===== config.mk =====
export PLATFORM = sky130hd
export DESIGN_NAME = burst_tenure_timer
export DESIGN_NICKNAME = d
export VERILOG_FILES = /design/src/rtl/btt_pkg.sv /design/src/rtl/btt_cfg_reg.sv /design/src/rtl/btt_countdown.sv /design/src/rtl/btt_term.sv /design/src/rtl/burst_tenure_timer.sv
export SDC_FILE = /design/constraint.sdc
export NUM_CORES = 1
export LEC_CHECK = 0
export ABC_AREA = 1
export ABC_CLOCK_PERIOD_IN_PS = 2000
export BUFFER_PORTS_ARGS = -buffer_cell sky130_fd_sc_hd__buf_4
export CORE_AREA = 2 2 50 52
export DETAILED_ROUTE_END_ITERATION = 8
export DIE_AREA = 0 0 52 54
export PLACE_DENSITY = 0.67
export SYNTH_ARGS = -nofsm -noshare
export SYNTH_HDL_FRONTEND = slang
export SYNTH_HIERARCHICAL = 1
export SYNTH_SLANG_ARGS = --single-unit

===== constraint.sdc =====
create_clock -name clk -period 2 [get_ports clk]
set_input_delay 0.2 -clock clk [delete_from_list [all_inputs] [get_ports clk]]
set_output_delay 0.2 -clock clk [all_outputs]
set_load 0.005 [all_outputs]

===== src/rtl/btt_pkg.sv =====
package btt_pkg;
  // Countdown state as seen by the terminate stage
  typedef enum logic [1:0] {
    ST_IDLE     = 2'd0,
    ST_COUNTING = 2'd1,
    ST_EXPIRED  = 2'd2
  } btt_status_t;
endpackage


===== src/rtl/btt_cfg_reg.sv =====
module btt_cfg_reg #(
  parameter int REG_W     = 8,
  parameter int FIELD_LSB = 3,
  localparam int FIELD_W  = REG_W - FIELD_LSB
) (
  input  logic               clk,
  input  logic               rst,
  input  logic               we,
  input  logic [REG_W-1:0]   wdata,
  output logic [REG_W-1:0]   rdata,
  output logic [FIELD_W-1:0] field
);
  logic [FIELD_W-1:0] field_q;

  always_ff @(posedge clk) begin
    if (rst) field_q <= '0;
    else if (we) field_q <= wdata[REG_W-1:FIELD_LSB];
  end

  assign field = field_q;

  // Reserved low bits read as zero; variant chosen by layout
  generate
    if (FIELD_LSB > 0) begin : g_rsv
      assign rdata = {field_q, {FIELD_LSB{1'b0}}};
    end else begin : g_norsv
      assign rdata = field_q;
    end
  endgenerate
endmodule


===== src/rtl/btt_countdown.sv =====
module btt_countdown
  import btt_pkg::*;
#(
  parameter int FIELD_W     = 5,
  parameter int SCALE_SHIFT = 3,
  localparam int CNT_W      = FIELD_W + SCALE_SHIFT
) (
  input  logic               clk,
  input  logic               rst,
  input  logic               start,
  input  logic               frame_on,
  input  logic [FIELD_W-1:0] field,
  output btt_status_t        status
);
  logic [CNT_W-1:0] cnt_q;
  logic             run_q;
  logic [CNT_W-1:0] load_val;

  generate
    if (SCALE_SHIFT > 0) begin : g_scale
      assign load_val = {field, {SCALE_SHIFT{1'b0}}};
    end else begin : g_noscale
      assign load_val = field;
    end
  endgenerate

  always_ff @(posedge clk) begin
    if (rst) begin
      cnt_q <= '0;
      run_q <= 1'b0;
    end else if (start) begin
      cnt_q <= load_val;
      run_q <= 1'b1;
    end else begin
      if (!frame_on) run_q <= 1'b0;
      if (frame_on && (cnt_q != '0)) cnt_q <= cnt_q - 1'b1;
    end
  end

  always_comb begin
    if (!(run_q && frame_on)) status = ST_IDLE;
    else if (cnt_q == '0)     status = ST_EXPIRED;
    else                      status = ST_COUNTING;
  end
endmodule


===== src/rtl/btt_term.sv =====
module btt_term
  import btt_pkg::*;
(
  input  logic        clk,
  input  logic        rst,
  input  logic        start,
  input  logic        gnt,
  input  btt_status_t status,
  output logic        term_req
);
  logic term_q;

  always_ff @(posedge clk) begin
    if (rst) term_q <= 1'b0;
    else     term_q <= !start && !gnt && (status == ST_EXPIRED);
  end

  assign term_req = term_q;
endmodule


===== src/rtl/burst_tenure_timer.sv =====
module burst_tenure_timer
  import btt_pkg::*;
#(
  parameter int REG_W       = 8,
  parameter int FIELD_LSB   = 3,
  parameter int SCALE_SHIFT = 3
) (
  input  logic             clk,
  input  logic             rst,
  input  logic             cfg_we,
  input  logic [REG_W-1:0] cfg_wdata,
  output logic [REG_W-1:0] cfg_rdata,
  input  logic             start,
  input  logic             frame_on,
  input  logic             gnt,
  output logic             term_req
);
  localparam int FIELD_W = REG_W - FIELD_LSB;

  logic [FIELD_W-1:0] field;
  btt_status_t        status;

  btt_cfg_reg #(.REG_W(REG_W), .FIELD_LSB(FIELD_LSB)) u_cfg (
    .clk(clk), .rst(rst), .we(cfg_we), .wdata(cfg_wdata),
    .rdata(cfg_rdata), .field(field)
  );

  btt_countdown #(.FIELD_W(FIELD_W), .SCALE_SHIFT(SCALE_SHIFT)) u_cnt (
    .clk(clk), .rst(rst), .start(start), .frame_on(frame_on),
    .field(field), .status(status)
  );

  btt_term u_term (
    .clk(clk), .rst(rst), .start(start), .gnt(gnt),
    .status(status), .term_req(term_req)
  );
endmodule


# == Yosys cells after proc, flatten, opt, wreduce, memory -nomap -nowiden ==
# Index checks and enable logic that the tools add are counted.
# word_totals
elab_cells,24
reg_bits,15
inputBits,14
# op_classes
n_mux,6
reduce_logical,10
n_addsub,1
n_eq_ne,2
# ops
op,count
$mux W8,2
$logic_not A8 Y1,1
$reduce_bool A8 Y1,1
$sub A8 B1 Y8 const B,1
$logic_and A1 B1 Y1,4
$mux W2,2
$eq A2 B2 Y1 const B,1
$logic_not A1 Y1,2
$mux W1,2
$ne A2 B2 Y1 const B,1
$reduce_bool A2 Y1,1
$reduce_or A2 Y1,1

# == Logic depth before layout (Yosys ltp) ==
# Gate-level depths: netlist of run 1.
# logic_depth
ltp_word,5
mapped_depth,10
depth_no_buf,10

# == By module ==
# The synthesis of run 1 kept the hierarchy.
# modules_own_cells
mod,n_inst,seq_area_each_um2,area_each_um2,cells_each
btt_countdown,1,180.2,638.1,99
btt_cfg_reg,1,100.1,272.8,41
btt_term,1,20.0,42.5,7

# == Least setup slack after synthesis of run 1 ==
# Ideal clock, no wire load.
# synth_path
path_kind,flip-flop to flip-flop
from,reg u_cnt.cnt_q[1]
to,reg u_cnt.cnt_q[6]
n_path_buf,0
period_less_slack_ns,1.190
stages_incl_launch_ff,11
t_required_ns,1.889
arrival_time_ns,1.079
slack_ns,0.810
cell_sequence,dfxtp_1 -> inv_1 -> ha_1 -> nand2_2 -> inv_1 -> nand2_4 -> nand2_4 -> nand3_1 -> nand2_1 -> nor2_1 -> nor2_1
# synth_between
elab_chain_len,3
word_cells_on_any_way,6
# synth_lines
item,line_no,rtl
start: declaration,btt_countdown.sv:15,logic [CNT_W-1:0] cnt_q;
start signal: assignment,btt_countdown.sv:32,cnt_q <= load_val;
start signal: assignment,btt_countdown.sv:36,if (frame_on && (cnt_q != '0)) cnt_q <= cnt_q - 1'b1;
$sub A8 B1 Y8 / $reduce_bool A8 Y1 (equally long branches),btt_countdown.sv:36,
$mux W8 / $logic_and A1 B1 Y1 (equally long branches),btt_countdown.sv:36,
$mux W8 / $reduce_bool A2 Y1 (equally long branches),--,
# Parallel ways exist; a longest one is shown, timed or not. The select of a mux whose other input is x is not followed.
# A chain may end at the register's enable or synchronous reset.

# == Worst setup path after layout of run 1 ==
# Same ends and word-level chain as after synthesis.

==> out/metrics.cfg, run 1 <==
[global_route]
grt_max_degree = 11
overflow = 0
grt_pass1_vias = 737
grt_pass1_wl_mm = 3.14
grt_use_total_pct = 15.5
antenna_found_initial = 0

[die]
die_height_um = 54
rows = 18
die_x_um = 52
coreArea_um2 = 2320
io_pins = 23
dieArea_um2 = 2810
start_util_pct = 41.1

[route]
wl_met2_um = 812
first_iter_violations = 17
wirelength_mm = 1.69
drc = 0
met1_length_um = 789
detail_route.vias_per_cell = 4.39
antenna_left = 0
dr.pass1.iters = 4
routedWlPerCell_um = 8.88
top_layer = met4
dr_total_vias = 834
wl_met3_um = 75

[clock_tree]
cts_max_level = 1
root_buffer = clkbuf_4
cts_made_buffers = 3
clk-insertion-delay-late_ns = 0.28
clk_pin_slew_worst_paths_ns = 0.09
postCtsResizedCells = 0
clock-sinks = 15
clockBufferDepth = 2
post_cts_buffers = 0
ctsHoldBuffers = 0
cts_tree = done

[setup_path]
timing.critical_path.buf_inv = 2
cpLargestDelayFamily = simple AND/OR/NAND/NOR gates
worst_path_max_delay_cell = dfxtp_1
worstPathRequired_ns = 2.18
cp-end-kind = register
crit_type = register to register
cpPeakStageDelay_ns = 0.38
ff2ff_path_depth = 10
worstPathMaxFanout = 7
cp-start-kind = register
worstPathCellList = inv_1 -> ha_1 -> nand2_2 -> inv_1 -> nand2_4 -> nand2_4 -> nand3_1 -> nand2_1 -> nor2_1 -> nor2_1
ff2ff_setup_slack_ns = 0.69
cp.arrival_ns = 1.50
reg2reg_to = u_cnt/cnt_q[6]
r2r_start = u_cnt/cnt_q[1]

[layout]
drive_above_1_share_pct = 20.0
diodes = 0
syn2layout_area_growth_pct = 12.6
nets = 177

[hold_path]
min-delay-path-class = input port to register
hp-start = gnt
holdPathEnd = u_term/term_req
hold_path_depth = 4

[timing]
setup_tns_ns = 0
fmax_ghz = 0.762
rsz0062_at_grt = false
finClkSkew_ns = 0.00110
setup_viol = 0
period_share_pct = 65.6
fin_crit_ns = 1.31
timing.hold.ws_ns = 0.135
hold_viol = 0
maxSlewViolCount = 0

[logic_synthesis]
yosysTopAreaCell = dfxtp_1
syn_area_um2 = 953
synth_seq_area_share_pct = 31.5
synth_common_cells = nand2_1, nor2_1, inv_1
synthArstFlopShare_pct = 0
synth_seq_cells = 15
yosysMostFrequentCell = nand2_1
synthFlopType = dfxtp_1
netlist_instances = 147
netlist_top_cells_area = dfxtp_1, nand2_1, nor2_1
synth_edf_count = 0
synth_cell_types = 20
syn_avg_cell_area_um2 = 6.49
synth.top_cell.area_share_pct = 31.5
ys_warn_count = 6

[pwr]
peakVddDrop_mv = 0.368
leakagePower_nw = 0.570
p_per_area_nw_per_um2 = 752

[placement]
numPortBuffers = 16
routabilityCongestion = 0.821
dp_hpwl_mm = 1.32

[run_status]
status = finished clean

[job]
maxCapViolCount = 0

==> state kept, by name, indices dropped and copies added (netlist names) <==
register         flops
u_cfg/field          5
u_cnt/cnt_q          8
u_term/term_req      1
u_cnt/run_q          1
==> metal layers <==
metal,global-route usage [%],vias to the layer above
met1,18.3,352
li1,-,464
met2,25.3,16
met3,5.00,2
met5,0,-
met4,7.89,0
==> worst max path at each step <==
stage                           to            from  cells after the start  slack [ns]
finish              u_cnt/cnt_q[6]  u_cnt/cnt_q[1]                     10        0.69
global route        u_cnt/cnt_q[7]  u_cnt/cnt_q[1]                     10        0.51
CTS                 u_cnt/cnt_q[6]  u_cnt/cnt_q[1]                     10        0.68
detailed placement  u_cnt/cnt_q[6]  u_cnt/cnt_q[1]                     10        0.70
global placement    u_cnt/cnt_q[6]  u_cnt/cnt_q[1]                     10        0.72
floorplan           u_cnt/cnt_q[6]  u_cnt/cnt_q[1]                     10        0.81
==> worst reg2reg max path: stages, from the launching register on <==
cell and delay, ns:
dfxtp_1 0.38, inv_1 0.08, ha_1 0.19, nand2_2 0.09, inv_1 0.07, nand2_4 0.08, nand2_4 0.07, nand3_1 0.07
nand2_1 0.05, nor2_1 0.09, nor2_1 0.04
==> power by group <==
part           switching (mW)  internal [mW]  leakage [nW]  total, mW
Sequential             0.0267          0.323         0.123      0.350
Combinational           0.167          0.117         0.432      0.284
Clock                  0.0958         0.0774        0.0150      0.173
==> placed cells by master (no fill, tap or decap), drive strengths merged <==
cell and n:
a21oi 4, buf 16, clkbuf 4, conb 3, dfxtp 15, ha 2
inv 22, nand2 43, nand3 16, nand3b 1, nand4 1, nor2 30
o21ai 2, o21bai 1
==> layout make-up <==
cell class                 count  area (um2)
multi-input combinational    103         502
inverter                      22        87.6
timing repair buffer          16         120
fill                         252        1250
sequential                    15         300
tap                           30        37.5
clock buffer                   4        26.3
==> cells by family (layout without fill, tap and decap cells) <==
family                     count (synthesis)  after routing  share of synthesized area [%]
other                                      1              3                          0.393
adders and majority gates                  2              2                           2.62
AOI/OAI and AO/OA                          7              7                           3.94
DFF                                       15             15                           31.5
buffers and inverters                     31             42                           16.7
and+or+nand+nor                           91             91                           44.9
==> metrics by stage <==
stage          power (mW)  cell area [um2]  setup slack, ns  cells  utilization [%]
2_1_floorplan       0.591              961            0.810    149                -
3_3_place_gp        0.637             1050            0.721    186             45.1
3_5_place_dp        0.643             1050            0.696    186             45.1
4_1_cts             0.821             1070            0.684    190             46.3
5_1_grt             0.892             1070            0.505    190             46.3
6_report            0.807             1070            0.687    190             46.3
(Power assumes the default switching activity.)
==> run 2: changes to the inputs <==
--- a/config.mk
+++ b/config.mk
@@ -5,13 +5,13 @@
 export SDC_FILE = /design/constraint.sdc
 export NUM_CORES = 1
 export LEC_CHECK = 0
-export ABC_AREA = 1
-export ABC_CLOCK_PERIOD_IN_PS = 2000
+export ABC_AREA = 0
+export ABC_CLOCK_PERIOD_IN_PS = 1100
 export BUFFER_PORTS_ARGS = -buffer_cell sky130_fd_sc_hd__buf_4
-export CORE_AREA = 2 2 50 52
+export CORE_AREA = 2 2 48 50
 export DETAILED_ROUTE_END_ITERATION = 8
-export DIE_AREA = 0 0 52 54
-export PLACE_DENSITY = 0.67
+export DIE_AREA = 0 0 50 52
+export PLACE_DENSITY = 0.71
 export SYNTH_ARGS = -nofsm -noshare
 export SYNTH_HDL_FRONTEND = slang
 export SYNTH_HIERARCHICAL = 1
==> constraint.sdc (replaced) <==
create_clock -name clk -period 1.1 [get_ports clk]
set_input_delay 0.11 -clock clk [delete_from_list [all_inputs] [get_ports clk]]
set_output_delay 0.11 -clock clk [all_outputs]
set_load 0.005 [all_outputs]
==> run 2 against run 1 <==
The flow now finishes with violations (setup timing). Worst hold slack lost 0.073 ns. Register-to-register slack lost 1.3 ns. Fmax down 22%. Power increased by 75%. Sequential share of layout area down 2.9 points. Cell count decreased by 16%. Highest routed layer unchanged. Clock power up 84%.
==> out/metrics.cfg, run 2 <==
[timing]
setup_tns_ns = -3.70  ; -3.70 ns
rsz0062_at_grt = true
hold_viol = 0  ; unchanged
period_share_pct = 154  ; +88 points
fin_crit_ns = 1.69  ; +0.377 ns
timing.hold.ws_ns = 0.0628  ; -0.0725 ns
fmax_ghz = 0.592  ; -22%
timing.final.ws_setup_ns = -0.590  ; -1.28 ns
maxSlewViolCount = 0  ; unchanged
finClkSkew_ns = 0.00158  ; +0.000483 ns
setup_viol = 9  ; +9

[global_route]
grt_pass1_vias = 777  ; +5.4%
grt_max_degree = 16  ; +5
grt_pass1_wl_mm = 3.57  ; +14%
antenna_found_initial = 0  ; unchanged
overflow = 0  ; unchanged
grt_use_total_pct = 17.9  ; +2.3 points

[logic_synthesis]
netlist_instances = 99  ; -33%
synth.top_cell.area_share_pct = 33.9  ; +2.4 points
synth_common_cells = dfxtp_1, nor2_1, buf_4
yosysTopAreaCell = dfxtp_1
syn_avg_cell_area_um2 = 8.96  ; +38%
syn_area_um2 = 887  ; -7.0%
synth_seq_cells = 15  ; unchanged
synthFlopType = dfxtp_1
yosysMostFrequentCell = dfxtp_1
synth_seq_area_share_pct = 33.9  ; +2.4 points
synthArstFlopShare_pct = 0  ; unchanged
synth_cell_types = 38  ; +90%
synth_edf_count = 0  ; unchanged
ys_warn_count = 6  ; unchanged
netlist_top_cells_area = dfxtp_1, buf_4, mux2i_1

[layout]
most-common-layout-cells = buf_4, nor2_1, dfxtp_1
fin_util_pct = 59.0  ; +13 points
nets = 149  ; -16%
final_common_cell = buf_4
largest_reg_flops = 8  ; unchanged
fillerInstances = 194  ; -23%
largest-register = u_cnt/cnt_q
fin_area_um2 = 1240  ; +16%
drive_above_1_share_pct = 44.7  ; +25 points
diodes = 0  ; unchanged
syn2layout_area_growth_pct = 40.1

[route]
detail_route.vias_per_cell = 5.06  ; +15%
dr.pass1.iters = 4  ; unchanged
wirelength_mm = 2.13  ; +26%
first_iter_violations = 16  ; -1
drc = 0  ; unchanged
routedWlPerCell_um = 13.3  ; +50%
antenna_left = 0  ; unchanged
dr_total_vias = 810  ; -2.9%

[die]
rows = 17  ; -1
dieArea_um2 = 2600  ; -7.4%
io_pins = 23  ; unchanged
start_util_pct = 42.1  ; +1.0 points
die_height_um = 52  ; -3.7%
coreArea_um2 = 2110  ; -9.2%
die_x_um = 50  ; -3.8%

[pwr]
p_per_area_nw_per_um2 = 1130  ; +51%
peakVddDrop_mv = 0.899  ; +140%
leakagePower_nw = 0.560  ; -1.8%

[placement]
dp_slack_ns = -0.535  ; -1.23 ns
placed_cell_area_um2 = 1140  ; +8.8%
numPortBuffers = 16  ; unchanged
routabilityCongestion = 0.857  ; +4.3%
dp_hpwl_mm = 1.54  ; +16%

[setup_path]
cp.arrival_ns = 1.85  ; +0.35 ns
cp-start-kind = register
ff2ff_path_depth = 7  ; -3
crit_type = register to register
ff2ff_setup_slack_ns = -0.59  ; -1.28 ns
worstPathRequired_ns = 1.26  ; -0.92 ns
reg2reg_to = u_cnt/cnt_q[3]
r2r_start = u_cnt/cnt_q[1]
worstPathMaxFanout = 3  ; -4
cp-end-kind = register

[hold_path]
hp-start = cfg_wdata[7]
min-delay-path-class = input port to register
hold_path_depth = 3  ; -1
holdPathEnd = u_cfg/field[4]

[clock_tree]
clockBufferDepth = 2  ; unchanged
cts_max_level = 1  ; unchanged
ctsHoldBuffers = 0  ; unchanged
cts_tree = done
clk-insertion-delay-late_ns = 0.28  ; about the same
cts_made_buffers = 3  ; unchanged
root_buffer = clkbuf_4
clock-sinks = 15  ; unchanged
clk_pin_slew_worst_paths_ns = 0.10  ; about the same

[run_status]
violations = setup timing
status = finished with violations

[job]
maxCapViolCount = 0  ; unchanged

==> run 2: cell count changes after synthesis, moves of 3 or more <==
cell      previous run  this run
nor2_4               4         0
mux2i_1              0         6
nand2_1             38         6
inv_1               19         8
nand2_4              3         0
o211ai_1             0         3
nor2_1              25        12
nand3_1             16         0
==> run 2: critical path, cell delays in order, from the launching register on <==
cell      delay [ns]
dfxtp_2         0.33
inv_2           0.07
ha_4            0.13
or4b_4          0.46
buf_4           0.15
buf_6           0.11
o211ai_1        0.20
a31oi_1         0.11
==> run 2: cell families (layout without fill, tap and decap cells) <==
family	count (synthesis)	count (layout)	synth area share (%)
mux	6	6	6.77
simple gates	35	35	22.3
compound gates	21	21	20.0
buf+inv	19	50	13.8
other cells	1	3	0.423
flops	15	15	33.9
fa+ha+maj	2	2	2.82
==> run 2: final cells by class <==
| type | count | area, um2 | area share [%] |
|---|---|---|---|
| clock inverters | 1 | 5.00 | 0.403 |
| repair buffers | 38 | 300 | 24.2 |
| inverters | 8 | 30.0 | 2.42 |
| clock buffers | 3 | 22.5 | 1.81 |
| flip-flops and latches | 15 | 312 | 25.1 |
| multi-input cells | 67 | 538 | 43.3 |
| well taps | 28 | 35.0 | 2.82 |
==> run 2: worst max path at each step <==
| stage | cells past startpoint | endpoint | start |
|---|---|---|---|
| final | 7 | u_cnt/cnt_q[3] | u_cnt/cnt_q[1] |
| after global routing | 7 | u_cnt/cnt_q[3] | u_cnt/cnt_q[0] |
| after CTS | 7 | u_term/term_req | u_cnt/cnt_q[1] |
| after detailed placement | 7 | u_term/term_req | u_cnt/cnt_q[1] |
| after global placement | 7 | u_term/term_req | u_cnt/cnt_q[1] |
| after floorplan | 7 | u_term/term_req | u_cnt/cnt_q[1] |
==> run 2: timing repair <==
item / in CTS / in global routing
setup endpoints to repair: 9 / 9
buffers inserted: 5 / 1
pin swaps: 7 / 7
gates resized for setup: 10 / 1
==> run 2: routing by layer <==
metal | share of wire, % | global-route usage (%) | vias to the layer above | routed length, um
li1 | - | - | 410 | -
met4 | 1.4 | 9.26 | 0 | 30
met2 | 51 | 30.5 | 17 | 1080
met3 | 3.1 | 1.72 | 5 | 65
met1 | 45 | 22.2 | 378 | 950
met5 | 0 | 0 | - | 0
==> run 2: per-stage QoR <==
stage                     total power [mW]  cells
after floorplan                      0.878    101
after global placement                1.03    152
after detailed placement              1.04    152
after CTS                             1.41    160
after global routing                  1.50    160
final                                 1.41    160
==> run 2: report_power, final <==
part	switching, mW	internal [mW]
logic	0.204	0.280
clock network	0.185	0.135
registers	0.0279	0.578
